==> config.mk <==
export PLATFORM = sky130hd
export DESIGN_NAME = wdt_encoded_timer
export DESIGN_NICKNAME = d
export VERILOG_FILES = /design/src/rtl/wdt_pkg.sv /design/src/rtl/wdt_interval_dec.sv /design/src/rtl/wdt_counter.sv /design/src/rtl/wdt_expiry_ctl.sv /design/src/rtl/wdt_encoded_timer.sv
export SDC_FILE = /design/constraint.sdc
export NUM_CORES = 1
export LEC_CHECK = 0
export BUFFER_PORTS_ARGS = -buffer_cell sky130_fd_sc_hd__buf_4
export CAP_MARGIN = 30
export CORE_MARGIN = 5
export CORE_UTILIZATION = 55
export DETAILED_ROUTE_END_ITERATION = 8
export PLACE_DENSITY = 0.81
export SLEW_MARGIN = 0
export SYNTH_ARGS = -nofsm -noshare
export SYNTH_HDL_FRONTEND = slang
export SYNTH_SLANG_ARGS = --single-unit
==> constraint.sdc <==
create_clock -name clk -period 0.9 [get_ports clk]
set_input_delay 0.225 -clock clk [delete_from_list [all_inputs] [get_ports clk]]
set_output_delay 0.225 -clock clk [all_outputs]
set_load 0.005 [all_outputs]
==> src/rtl/wdt_pkg.sv <==
package wdt_pkg;
  localparam int WDT_MULT_W = 5;
  localparam int WDT_RES_W  = 2;

  // width of a counter able to hold max multiplier shifted by max resolution
  function automatic int wdt_cnt_width(input int mult_w, input int res_w);
    return mult_w + 2 * ((1 << res_w) - 1);
  endfunction
endpackage

==> src/rtl/wdt_interval_dec.sv <==
module wdt_interval_dec #(
  parameter int MULT_W = wdt_pkg::WDT_MULT_W,
  parameter int RES_W  = wdt_pkg::WDT_RES_W,
  localparam int CODE_W = MULT_W + RES_W,
  localparam int CNT_W  = wdt_pkg::wdt_cnt_width(MULT_W, RES_W),
  localparam int NCODES = 1 << RES_W
) (
  input  logic [CODE_W-1:0] code,
  output logic [CNT_W-1:0]  ticks
);
  logic [MULT_W-1:0] mult;
  logic [RES_W-1:0]  res;
  logic [CNT_W-1:0]  cand [NCODES];

  assign res  = code[RES_W-1:0];
  assign mult = code[CODE_W-1:RES_W];

  // one shifted candidate per resolution code, 4x apart
  for (genvar r = 0; r < NCODES; r++) begin : g_res
    assign cand[r] = {{(CNT_W-MULT_W){1'b0}}, mult} << (2 * r);
  end

  assign ticks = cand[res];
endmodule

==> src/rtl/wdt_counter.sv <==
module wdt_counter #(
  parameter int CNT_W = 11
) (
  input  logic             clk,
  input  logic             rst_n,
  input  logic             load,
  input  logic [CNT_W-1:0] load_val,
  input  logic             tick,
  output logic             expire,
  output logic             busy
);
  logic [CNT_W-1:0] cnt_q, cnt_d;
  logic             act_q, act_d;
  logic             cnt_en;
  logic             last;

  assign last   = (cnt_q == {{(CNT_W-1){1'b0}}, 1'b1});
  assign expire = act_q & tick & last & ~load;
  assign cnt_en = load | (act_q & tick);
  assign busy   = act_q;

  always_comb begin
    cnt_d = cnt_q;
    act_d = act_q;
    if (load) begin
      cnt_d = load_val;
      act_d = (load_val != '0);
    end else if (act_q && tick) begin
      if (last) begin
        cnt_d = '0;
        act_d = 1'b0;
      end else begin
        cnt_d = cnt_q - 1'b1;
      end
    end
  end

  always_ff @(posedge clk or negedge rst_n) begin
    if (!rst_n) begin
      cnt_q <= '0;
      act_q <= 1'b0;
    end else if (cnt_en) begin
      cnt_q <= cnt_d;
      act_q <= act_d;
    end
  end

  AST_NO_UNDERFLOW: assert property (@(posedge clk) disable iff (!rst_n)
    act_q |-> (cnt_q != '0)) else $error("counter active at zero");
  AST_ZERO_LOAD_IDLE: assert property (@(posedge clk) disable iff (!rst_n)
    (load && load_val == '0) |=> !act_q) else $error("zero interval started");
endmodule

==> src/rtl/wdt_expiry_ctl.sv <==
module wdt_expiry_ctl #(
  parameter int BYTE_W = 8
) (
  input  logic              clk,
  input  logic              rst_n,
  input  logic              wr,
  input  logic              rd,
  input  logic [BYTE_W-1:0] wdata,
  input  logic              expire,
  output logic [BYTE_W-1:0] ctrl,
  output logic              flag,
  output logic              rst_req,
  output logic              irq,
  output logic              cent_clr
);
  localparam int STEER = BYTE_W - 1;

  logic [BYTE_W-1:0] ctrl_q, ctrl_d;
  logic              ctrl_en;
  logic              flag_q, flag_d;
  logic              rreq_q, rreq_d;
  logic              irq_q, irq_d;
  logic              clr_q, clr_d;

  assign ctrl_en = wr | (expire & ctrl_q[STEER]);

  always_comb begin
    ctrl_d = wr ? wdata : '0;
    flag_d = flag_q;
    if (wr || rd)   flag_d = 1'b0;
    else if (expire) flag_d = 1'b1;
    rreq_d = expire &  ctrl_q[STEER];
    clr_d  = expire &  ctrl_q[STEER];
    irq_d  = expire & ~ctrl_q[STEER];
  end

  always_ff @(posedge clk or negedge rst_n) begin
    if (!rst_n) begin
      ctrl_q <= '0;
    end else if (ctrl_en) begin
      ctrl_q <= ctrl_d;
    end
  end

  always_ff @(posedge clk or negedge rst_n) begin
    if (!rst_n) begin
      flag_q <= 1'b0;
      rreq_q <= 1'b0;
      irq_q  <= 1'b0;
      clr_q  <= 1'b0;
    end else begin
      flag_q <= flag_d;
      rreq_q <= rreq_d;
      irq_q  <= irq_d;
      clr_q  <= clr_d;
    end
  end

  assign ctrl     = ctrl_q;
  assign flag     = flag_q;
  assign rst_req  = rreq_q;
  assign irq      = irq_q;
  assign cent_clr = clr_q;

  AST_RREQ_ONE_CYCLE: assert property (@(posedge clk) disable iff (!rst_n)
    rreq_q |=> !rreq_q) else $error("reset request too long");
  AST_RREQ_CLEARS_BYTE: assert property (@(posedge clk) disable iff (!rst_n)
    rreq_q |-> (ctrl_q == '0)) else $error("byte kept after reset request");
  AST_CLR_NEEDS_STEER: assert property (@(posedge clk) disable iff (!rst_n)
    clr_q |-> $past(ctrl_q[STEER])) else $error("clear strobe without steer");
  AST_IRQ_ONE_CYCLE: assert property (@(posedge clk) disable iff (!rst_n)
    irq_q |=> !irq_q) else $error("interrupt too long");
  AST_PULSE_EXCLUSIVE: assert property (@(posedge clk) disable iff (!rst_n)
    !(irq_q && rreq_q)) else $error("both expiry actions");
  AST_ACCESS_CLEARS_FLAG: assert property (@(posedge clk) disable iff (!rst_n)
    (wr || rd) |=> !flag_q) else $error("flag survives access");
  AST_FLAG_WITH_PULSE: assert property (@(posedge clk) disable iff (!rst_n)
    $rose(flag_q) |-> (irq_q ^ rreq_q)) else $error("flag rose without action");
endmodule

==> src/rtl/wdt_encoded_timer.sv <==
module wdt_encoded_timer #(
  parameter int MULT_W = wdt_pkg::WDT_MULT_W,
  parameter int RES_W  = wdt_pkg::WDT_RES_W,
  localparam int CODE_W = MULT_W + RES_W,
  localparam int BYTE_W = CODE_W + 1,
  localparam int CNT_W  = wdt_pkg::wdt_cnt_width(MULT_W, RES_W)
) (
  input  logic              clk,
  input  logic              rst_n,
  input  logic              wd_wr,
  input  logic              wd_rd,
  input  logic [BYTE_W-1:0] wd_wdata,
  input  logic              tick_16,
  output logic [BYTE_W-1:0] wd_rdata,
  output logic              wd_timeout,
  output logic              wd_rst_req,
  output logic              wd_irq,
  output logic              wd_cent_clr
);
  logic              rst_meta_q, rst_s_q;
  logic              restart;
  logic [CODE_W-1:0] code_src;
  logic [CNT_W-1:0]  interval;
  logic              expire;
  logic              busy;
  logic [BYTE_W-1:0] ctrl;

  // asynchronous assertion, synchronous release
  always_ff @(posedge clk or negedge rst_n) begin
    if (!rst_n) begin
      rst_meta_q <= 1'b0;
      rst_s_q    <= 1'b0;
    end else begin
      rst_meta_q <= 1'b1;
      rst_s_q    <= rst_meta_q;
    end
  end

  assign restart  = wd_wr | wd_rd;
  assign code_src = wd_wr ? wd_wdata[CODE_W-1:0] : ctrl[CODE_W-1:0];

  wdt_interval_dec #(.MULT_W(MULT_W), .RES_W(RES_W)) u_dec (
    .code  (code_src),
    .ticks (interval)
  );

  wdt_counter #(.CNT_W(CNT_W)) u_cnt (
    .clk      (clk),
    .rst_n    (rst_s_q),
    .load     (restart),
    .load_val (interval),
    .tick     (tick_16),
    .expire   (expire),
    .busy     (busy)
  );

  wdt_expiry_ctl #(.BYTE_W(BYTE_W)) u_ctl (
    .clk      (clk),
    .rst_n    (rst_s_q),
    .wr       (wd_wr),
    .rd       (wd_rd),
    .wdata    (wd_wdata),
    .expire   (expire),
    .ctrl     (ctrl),
    .flag     (wd_timeout),
    .rst_req  (wd_rst_req),
    .irq      (wd_irq),
    .cent_clr (wd_cent_clr)
  );

  assign wd_rdata = ctrl;

  AST_IDLE_AFTER_FIRE: assert property (@(posedge clk) disable iff (!rst_s_q)
    (wd_rst_req || wd_irq) |-> !busy) else $error("counter running after expiry");
  AST_NO_FIRE_AFTER_ACCESS: assert property (@(posedge clk) disable iff (!rst_s_q)
    restart |=> !(wd_rst_req || wd_irq)) else $error("fired in restart cycle");
endmodule

# After elaboration in Yosys (flattened, before gate mapping)
# Index checks and enable logic that the tools add are counted.
dict set report word_totals {
  reg_bits 25
  in_bits 13
  output_inout_bits 12
  wordCells 43
}
dict set report op_classes {
  addsub 1
  order_cmp 1
  n_eq_ne 1
  muxes 13
  n_bitwise 11
  n_reduce_logical 8
}
# op n
set ops {}
lappend ops {{11-bit two-way mux} 5}
lappend ops {{11-bit binary-select mux with 2-bit select} 1}
lappend ops {{11-bit by 1-bit == test with 1-bit output (second input constant)} 1}
lappend ops {{11-bit nonzero test} 1}
lappend ops {{11-bit by 1-bit subtractor with 11-bit output (second input constant)} 1}
lappend ops {{8-bit two-way mux} 1}
lappend ops {{7-bit two-way mux} 1}
lappend ops {{2-bit nonzero test} 3}
lappend ops {{1-bit bitwise AND} 5}
lappend ops {{1-bit two-way mux} 5}
lappend ops {{3-bit greater-or-equal comparator (second input constant)} 1}
lappend ops {{2-bit inverter with 3-bit output} 1}
lappend ops {{1-bit OR} 3}
lappend ops {{3-bit AND reduction} 1}
lappend ops {{1-bit inverter} 2}
lappend ops {{2-bit AND reduction} 1}
lappend ops {{1-bit logical AND} 1}
lappend ops {{1-bit logical OR} 1}

# Depth between registers and ports, before layout
# Gate-level depths: netlist of the first run.
dict set report logic_depth {
  word_depth 7
  depth_mapped 6
}

# Cells and area by module
# Synthesis of the first run repeated with hierarchy kept, for this count alone.
dict set report hier_totals {
  hier_cells 160
  hier_area_um2 1561.5
}
# module n_inst cells_each area_each_um2 seq_area_each_um2
set by_module_without_submodules {}
lappend by_module_without_submodules {wdt_counter 1 94 799.5 300.3}
lappend by_module_without_submodules {wdt_expiry_ctl 1 34 435.4 275.3}
lappend by_module_without_submodules {wdt_encoded_timer 1 12 176.4 50.0}
lappend by_module_without_submodules {wdt_interval_dec 1 20 150.1 0.0}

# Least setup slack after synthesis of the first run
# Ideal clock, no wire load.
dict set report synth_path {
  kind {register -> register}
  startpoint {reg u_cnt.cnt_q[1]}
  endpoint {reg u_cnt.cnt_q[7]}
  setup_ns 0.126
  arrival_ns 1.448
  required_ns 0.774
  slack_ns -0.674
  stages_incl_launch_ff 7
  synth_period_minus_slack_ns 1.574
  cell_sequence {dfrtp_1 > inv_1 > ha_1 > nor4b_4 > a31oi_1 > a21o_1 > a221o_1}
}
dict set report synth_via {
  elab_chain_cells 4
}
# item line_no
set synth_rtl {}
lappend synth_rtl {{from (decl)} wdt_counter.sv:12} ;# logic [CNT_W-1:0] cnt_q, cnt_d;
lappend synth_rtl {{from (signal assigned)} wdt_counter.sv:43} ;# cnt_q <= cnt_d;
lappend synth_rtl {{11-bit by 1-bit subtractor with 11-bit output or 11-bit by 1-bit == test with 1-bit output (tied branches)} {wdt_counter.sv:33, wdt_counter.sv:17}}
lappend synth_rtl {{11-bit two-way mux (*)} wdt_counter.sv:29} ;# if (last) begin
lappend synth_rtl {{11-bit two-way mux (*)} wdt_counter.sv:28} ;# end else if (act_q && tick) begin
lappend synth_rtl {{11-bit two-way mux (*)} wdt_counter.sv:25} ;# if (load) begin
# Every way passes the cells marked *; elsewhere a longest branch is shown, timed or not. The select of a mux whose other input is x is not followed.
# A chain may end at the register's enable or synchronous reset.

# Worst setup path after layout of the first run
dict set report layout_path {
  startpoint {reg u_cnt.cnt_q[1]}
  endpoint {reg u_cnt.cnt_q[2]}
}
# The elaborated chain is that of the path after synthesis.

==> results by group, run 1 <==
Outcome
  • Status: complete, but fails checks
  • Failing checks: negative setup slack

Cells and area
  • Final core occ: 0.944
  • Fraction of final layout cells with drive strength greater than 1: 0.524
  • Nets@finish: 247
  • Area growth from synthesis to layout: 61.3%
  • Filler cell count: 74
  • Final cell count without fillers: 261
  • Inserted Diodes: 0

Place
  • Number of placed instances with taps included: 249
  • Half-perimeter wire length after detailed placement: 3.40 mm
  • Port buffer count: 24
  • Routability cong.: 0.915

Clock tree
  • Worst-skew pair later-pin latency: 0.33 ns
  • TritonCTS buffer count: 3
  • Clock tree from TritonCTS: yes
  • Maximum level of the CTS H-tree: 1
  • Number of sinks on the clock net: 25
  • Maximum buffer depth of the clock tree: 2
  • Cell chosen for the clock root: sky130_fd_sc_hd__clkbuf_4
  • Clock-pin slew on the worst setup and hold paths: 0.15 ns

STA
  • Maximum achievable frequency: 538 MHz
  • Share of the clock period used by the worst path: 2.06
  • Setup ws final: -0.958 ns
  • Tightest slew margin relative to the limit: 0.647
  • Time the final worst path needs with I/O delays and setup: 1.86 ns
  • Setup violation total in the final timing report: 35
  • Unrepaired setup endpoints after global routing: true
  • Transition time at the pin with the least slew margin: 0.524 ns
  • Worst clock skew on the final layout: 0.0110 ns
  • Final Hold Fails: 0
  • Max-slew violation count: 0

Power and ir drop
  • Relative contribution of combinational cells to total power: 0.503
  • Switching power as a share of total power: 0.397
  • Switch Pwr: 0.00163 W
  • Peak supply drop: 0.00152 V
  • Internal power contribution: 0.00248 W
  • Leak: 1.08 nW
  • Reg power frac: 0.363
  • Total power density per cell area: 1730 nW/um^2
  • Share of total power in the clock network: 0.134

Synth
  • Post-synthesis compound-gate area fraction: 0.169
  • Library cell with the highest instance count after synthesis: sky130_fd_sc_hd__dfrtp_1
  • Simple-gate share of the synthesized area: 0.219
  • Cell type contributing the most total cell area after synthesis: sky130_fd_sc_hd__dfrtp_1
  • Proportion of synthesized chip area in sequential cells: 0.424
  • Fraction of post-synthesis cell area in the top cell type by area: 0.424
  • Post-Syn Nets: 166
  • Synthesis Warnings: 0
  • Post-synthesis async set-or-reset flop share: 1.00
  • Multiplexer fraction of the synthesized cell area: 0.0924
  • Post-synthesis share of cell area spent on full adders, half adders and majority gates: 0.0169
  • Largest family of logic cells by synthesized area: simple AND/OR/NAND/NOR gates
  • Area of the mapped netlist: 1480 sq um
  • Number of register bits inferred by synthesis: 25
  • Cell count after synthesis: 151
  • Synth area leaders: sky130_fd_sc_hd__dfrtp_1, sky130_fd_sc_hd__mux2i_1, sky130_fd_sc_hd__nand2_1
  • Synthesized area per cell: 9.78 sq um
  • Most frequently used flop master after synthesis: sky130_fd_sc_hd__dfrtp_1
  • Post-synth EDFFs: 0
  • Distinct cell type count after synthesis: 44
  • Most frequent cells after synthesis: sky130_fd_sc_hd__dfrtp_1, sky130_fd_sc_hd__nand2_1, sky130_fd_sc_hd__nor2_1
  • XOR/XNOR Fraction of Synth Area: 0.0297

Global routing
  • Initial antenna violation count: 0
  • Number of global-route vias before repair: 1638
  • Largest net degree at the start of global routing: 24
  • Gr usage total: 0.288
  • Total congestion overflow after global routing: 0
  • Global-route wire length before repair: 7.89 mm

Detailed routing
  • Routed WL: 6.68 mm
  • Number of optimization iterations in the first detailed-route pass: 9
  • DRC: 0
  • Via density: 7.20
  • DRT iter0 DRCs: 347
  • DRT antenna net count: 0
  • Routed wire per std cell: 25.6 um
  • Detailed-route via count: 1879

Critical path
  • Critical Path Fanout Max: 6
  • Setup crit start kind: register
  • Critical path capture point type: register
  • Required time of the worst setup path: 1.11 ns
  • Type of the setup path with the least slack: reg -> reg
  • Endpoint arrival time on the critical path: 2.07 ns

Floorplan
  • Initial Util: 0.585
  • Floorplan die area: 3820 sq um
  • Number of top-level pins: 25
  • Y dimension of the die: 61.8 um
  • Area inside the core boundary: 2520 sq um
  • Number of placement rows: 18
  • Floorplan die width: 61.8 um

Job
  • Count of maximum capacitance violations: 0

Worst hold path
  • Worst Hold Class: in -> reg
## final timing paths
check	depth (start not counted)	slack, ns	end	start
setup / recovery	8	-0.96	u_cnt.cnt_q[2]$_DFFE_PN0P_	u_cnt.cnt_q[1]$_DFFE_PN0P_
hold / removal	3	0.12	u_ctl.ctrl[7]$_DFFE_PN0P_	wd_wdata[7]
setup reg to reg	8	-0.96	u_cnt.cnt_q[2]$_DFFE_PN0P_	u_cnt.cnt_q[1]$_DFFE_PN0P_
hold reg to reg	1	0.24	u_ctl.ctrl[2]$_DFFE_PN0P_	rst_s_q$_DFF_PN0_
max in group asynchronous	1	0.41	u_cnt.cnt_q[4]$_DFFE_PN0P_	rst_s_q$_DFF_PN0_
min in group asynchronous	2	0.19	rst_s_q$_DFF_PN0_	rst_n
## repair_timing
action                                  CTS  global route
gates resized for setup                  23            35
hold endpoints to repair                  2             0
endpoints found under the setup margin   35            35
hold buffers                              1             0
pin swaps                                 9            12
setup buffers                             2             6
## layer usage
layer	global-route usage	up-vias	share of wire
li1	-	715	-
met1	0.343	883	0.36
met2	0.484	217	0.45
met3	0.0640	64	0.12
met4	0.152	0	0.068
met5	0	-	0
## placed cells by master, fill, tap and decap left out, types with 5 or more instances in the layout
master and instances:
sky130_fd_sc_hd__buf_4 61, sky130_fd_sc_hd__buf_6 17, sky130_fd_sc_hd__dfrtp_1 25, sky130_fd_sc_hd__inv_1 7, sky130_fd_sc_hd__mux2i_1 6, sky130_fd_sc_hd__nand2_1 13
sky130_fd_sc_hd__nor2_1 6, sky130_fd_sc_hd__nor2_4 7, sky130_fd_sc_hd__nor3_1 6, sky130_fd_sc_hd__o22ai_1 5
## area by class of cell
cell class                      instances  area, sq um  area share
Sequential cell                        25          626       0.263
Clock buffer                            3         22.5     0.00946
Inverter                                9         36.3      0.0152
Clock inverter                          1         5.00     0.00210
Multi-Input combinational cell        113          975       0.409
Timing Repair Buffer                   80          679       0.285
Tap cell                               30         37.5      0.0158
## cell families (layout without fill, tap and decap cells)
family,Yosys count,in the layout
fa+ha+maj,2,2
mux,11,11
simple gates,58,58
compound gates,36,36
buf+inv,13,93
xor+xnor,5,5
flops,25,25
other cells,1,1
## stage by stage
step	setup slack [ns]	power, W	instance area, sq um	setup TNS, ns	hold WS [ns]
global route	-0.962	0.00423	2380	-22.72	0.116
CTS	-0.780	0.00365	2180	-19.16	0.122
finish	-0.958	0.00411	2380	-21.70	0.124
global placement	-0.694	0.00294	2040	-13.72	0.00778
floorplan	-0.672	0.00219	1490	-11.81	-0.0706
detailed placement	-0.771	0.00301	2040	-15.51	0.00998
## sequential cells by signal, indices dropped and copies added, names as in the netlist
register       flops
u_cnt.busy         1
rst_s_q            1
u_cnt.cnt_q       11
u_ctl.flag         1
rst_meta_q         1
u_ctl.rst_req      1
u_ctl.ctrl         8
u_ctl.irq          1
## critical path, cell delays in order (launching register included)
cell and delay [ns]:
sky130_fd_sc_hd__dfrtp_1 0.44, sky130_fd_sc_hd__inv_2 0.09, sky130_fd_sc_hd__ha_4 0.11, sky130_fd_sc_hd__nor4b_4 0.24, sky130_fd_sc_hd__buf_4 0.20, sky130_fd_sc_hd__a311oi_4 0.10
sky130_fd_sc_hd__buf_6 0.16, sky130_fd_sc_hd__a21oi_1 0.25, sky130_fd_sc_hd__o22ai_1 0.14
## power groups by stage
| stage | Clock (W) | Combinational (W) | Sequential, W |
|---|---|---|---|
| 2_1_floorplan | 0 | 0.000695 | 0.00149 |
| 3_3_place_gp | 0 | 0.00148 | 0.00146 |
| 3_5_place_dp | 0 | 0.00154 | 0.00147 |
| 4_1_cts | 0.000546 | 0.00164 | 0.00146 |
| 5_1_grt | 0.000601 | 0.00213 | 0.00150 |
| 6_report | 0.000550 | 0.00207 | 0.00149 |
Power figures use the tool's default switching activity.
==> run 2, diff against run 1 <==
==> constraint.sdc (replaced) <==
create_clock -name clk -period 0.9 [get_ports clk]
set_input_delay 0.27 -clock clk [delete_from_list [all_inputs] [get_ports clk]]
set_output_delay 0.27 -clock clk [all_outputs]
set_load 0.005 [all_outputs]
==> run 2 against run 1 <==
  * The run still ends with negative setup slack left
  * Clock skew up 0.011 ns
  * Combinational power increased by 6%
  * Register-to-register slack got worse by 0.05 ns
  * Worst setup slack got worse by 0.051 ns
  * First-iteration DRC count fell by 4.0%
  * Non-clock buffer count up 3
  * Clock power grew 11%
  * Core utilization rose by 2.3 points
  * Hold slack got worse by 0.0060 ns
  * Wire length rose by 24%
  * Critical endpoint is now u_cnt.cnt_q[9]$_DFFE_PN0P_
  * Largest cell class unchanged
  * Highest routed layer unchanged
==> results by group, run 2 (synthesis results as in run 1) <==
Outcome
  • Status: complete, but fails checks
  • Failing checks: negative setup slack

STA
  • Time the final worst path needs with I/O delays and setup: 1.91 ns
  • Setup TNS after final layout: -25.67 ns
  • Tightest slew margin relative to the limit: 0.535
  • Maximum achievable frequency: 524 MHz
  • Setup violation total in the final timing report: 35
  • Unrepaired setup endpoints after global routing: true
  • Worst clock skew on the final layout: 0.0219 ns
  • Setup ws final: -1.01 ns
  • Max-slew violation count: 0
  • Share of the clock period used by the worst path: 2.12
  • Transition time at the pin with the least slew margin: 0.690 ns
  • Final Hold Fails: 0

Detailed routing
  • Routed wire per std cell: 31.4 um
  • DRC: 0
  • Via density: 7.72
  • DRT iter0 DRCs: 333
  • Detailed-route via count: 2039
  • Routed WL: 8.29 mm
  • DRT antenna net count: 0
  • Number of optimization iterations in the first detailed-route pass: 7

Clock tree
  • Number of sinks on the clock net: 25
  • Cell chosen for the clock root: sky130_fd_sc_hd__clkbuf_4
  • Worst-skew pair later-pin latency: 0.38 ns
  • Clock-pin slew on the worst setup and hold paths: 0.18 ns
  • Maximum level of the CTS H-tree: 1
  • Maximum buffer depth of the clock tree: 2
  • Clock tree from TritonCTS: yes
  • TritonCTS buffer count: 3

Cells and area
  • Max FFs per register: 11
  • Post-route design area: 2440 sq um
  • Fraction of final layout cells with drive strength greater than 1: 0.568
  • Area of combinational cells with multiple inputs: 1010 sq um
  • Total area of sequential cells: 627 sq um
  • Area growth from synthesis to layout: 65.2%
  • Top register by number of flip-flops: u_cnt.cnt_q
  • Most common cell after layout, fill and taps aside: sky130_fd_sc_hd__buf_4
  • Final cell count without fillers: 264
  • Final core occ: 0.967
  • Inserted Diodes: 0
  • Filler cell count: 52
  • Nets@finish: 250
  • Commonest cells after routing, fill and taps aside: sky130_fd_sc_hd__buf_4, sky130_fd_sc_hd__dfrtp_1, sky130_fd_sc_hd__buf_6

Place
  • Post-detailed-placement cell area: 2010 sq um
  • Number of placed instances with taps included: 245
  • Routability cong.: 0.869
  • Port buffer count: 24
  • Half-perimeter wire length after detailed placement: 3.16 mm

Critical path
  • Critical Path Fanout Max: 3
  • Largest stage delay on the critical path: 0.46 ns
  • Type of the setup path with the least slack: reg -> reg
  • Cell occurring most often along the worst timing path: sky130_fd_sc_hd__buf_4
  • Worst path slowest cell: sky130_fd_sc_hd__dfrtp_1
  • Cell Chain, Critical Path: inv_2 -> ha_4 -> nor4b_4 -> buf_4 -> buf_4 -> nand3_2 -> nand2_4 -> o221ai_1
  • Setup crit start kind: register
  • Critical path capture point type: register
  • Endpoint arrival time on the critical path: 2.13 ns
  • Required time of the worst setup path: 1.12 ns

Global routing
  • Initial antenna violation count: 0
  • Global-route wire length before repair: 9.05 mm
  • Largest net degree at the start of global routing: 19
  • Number of global-route vias before repair: 1753
  • Global routing met3 resource utilization: 0.0723
  • Global-route met1 utilization: 0.365
  • Met2 capacity usage during global routing: 0.610
  • GRT Max-Usage Layer: met2
  • Total congestion overflow after global routing: 0
  • Gr usage total: 0.335

Power and ir drop
  • Leak: 1.10 nW
  • Total power density per cell area: 1760 nW/um^2
  • Peak supply drop: 0.00187 V

Floorplan
  • Number of placement rows: 18
  • Area inside the core boundary: 2520 sq um
  • Initial Util: 0.585
  • Floorplan die area: 3820 sq um
  • Floorplan die width: 61.8 um
  • Y dimension of the die: 61.8 um
  • Number of top-level pins: 25

Worst hold path
  • Worst Hold Class: in -> reg

Job
  • Count of maximum capacitance violations: 0
## run 2: cell count changes in the layout (fill, tap and decap cells not counted), sizes merged
cell	change
buf	+3
## run 2: worst paths after layout
kind,slack (ns),endpoint,cells past startpoint,start
worst max-delay path,-1.01,u_cnt.cnt_q[9]$_DFFE_PN0P_,8,u_cnt.cnt_q[1]$_DFFE_PN0P_
worst min-delay path,0.12,u_ctl.ctrl[7]$_DFFE_PN0P_,3,wd_wdata[7]
worst min register to register,0.18,u_ctl.ctrl[5]$_DFFE_PN0P_,1,rst_s_q$_DFF_PN0_
max in group asynchronous,0.48,u_cnt.cnt_q[10]$_DFFE_PN0P_,1,rst_s_q$_DFF_PN0_
worst max register to register,-1.01,u_cnt.cnt_q[9]$_DFFE_PN0P_,8,u_cnt.cnt_q[1]$_DFFE_PN0P_
min in group asynchronous,0.18,u_ctl.ctrl[5]$_DFFE_PN0P_,1,rst_s_q$_DFF_PN0_
## run 2: critical path, delay by kind of cell (launching register included)
kind / cells / cell delay [ns]
AOI/OAI and AO/OA: 1 / 0.18
adders and majority gates: 1 / 0.12
DFF: 1 / 0.46
and+or+nand+nor: 3 / 0.59
buffers and inverters: 3 / 0.39
## run 2: through the flow
step	power [W]	hold slack, ns	setup WS, ns
after floorplan	0.00220	-0.0256	-0.672
after global placement	0.00287	0.0530	-0.705
after detailed placement	0.00292	0.0543	-0.788
after CTS	0.00365	0.150	-0.747
after global routing	0.00444	0.0955	-1.10
final	0.00430	0.118	-1.01
## run 2: cell type report
type / instances / area share
multi-input cells: 113 / 0.413
flip-flops and latches: 25 / 0.257
inverters: 9 / 0.0139
clock buffers: 3 / 0.00924
repair buffers: 83 / 0.289
clock inverters: 1 / 0.00205
well taps: 30 / 0.0154
## run 2: where the power goes
group          internal (W)  switching (W)
Sequential          0.00128       0.000221
Combinational      0.000992        0.00120
Clock              0.000169       0.000445
Total               0.00244        0.00186
## run 2: what timing repair did
item / 4_1_cts / 5_1_grt
endpoints found under the hold margin: 2 / 0
hold buffers: 1 / 0
endpoints found under the setup margin: 35 / 35
pin swaps: 11 / 6
resized for setup: 39 / 26
buffers inserted: 8 / 6
## run 2: per-layer routing
layer,vias up,share of wire
li1,723,-
met1,906,0.31
met2,294,0.45
met3,116,0.13
met4,0,0.11
met5,-,0
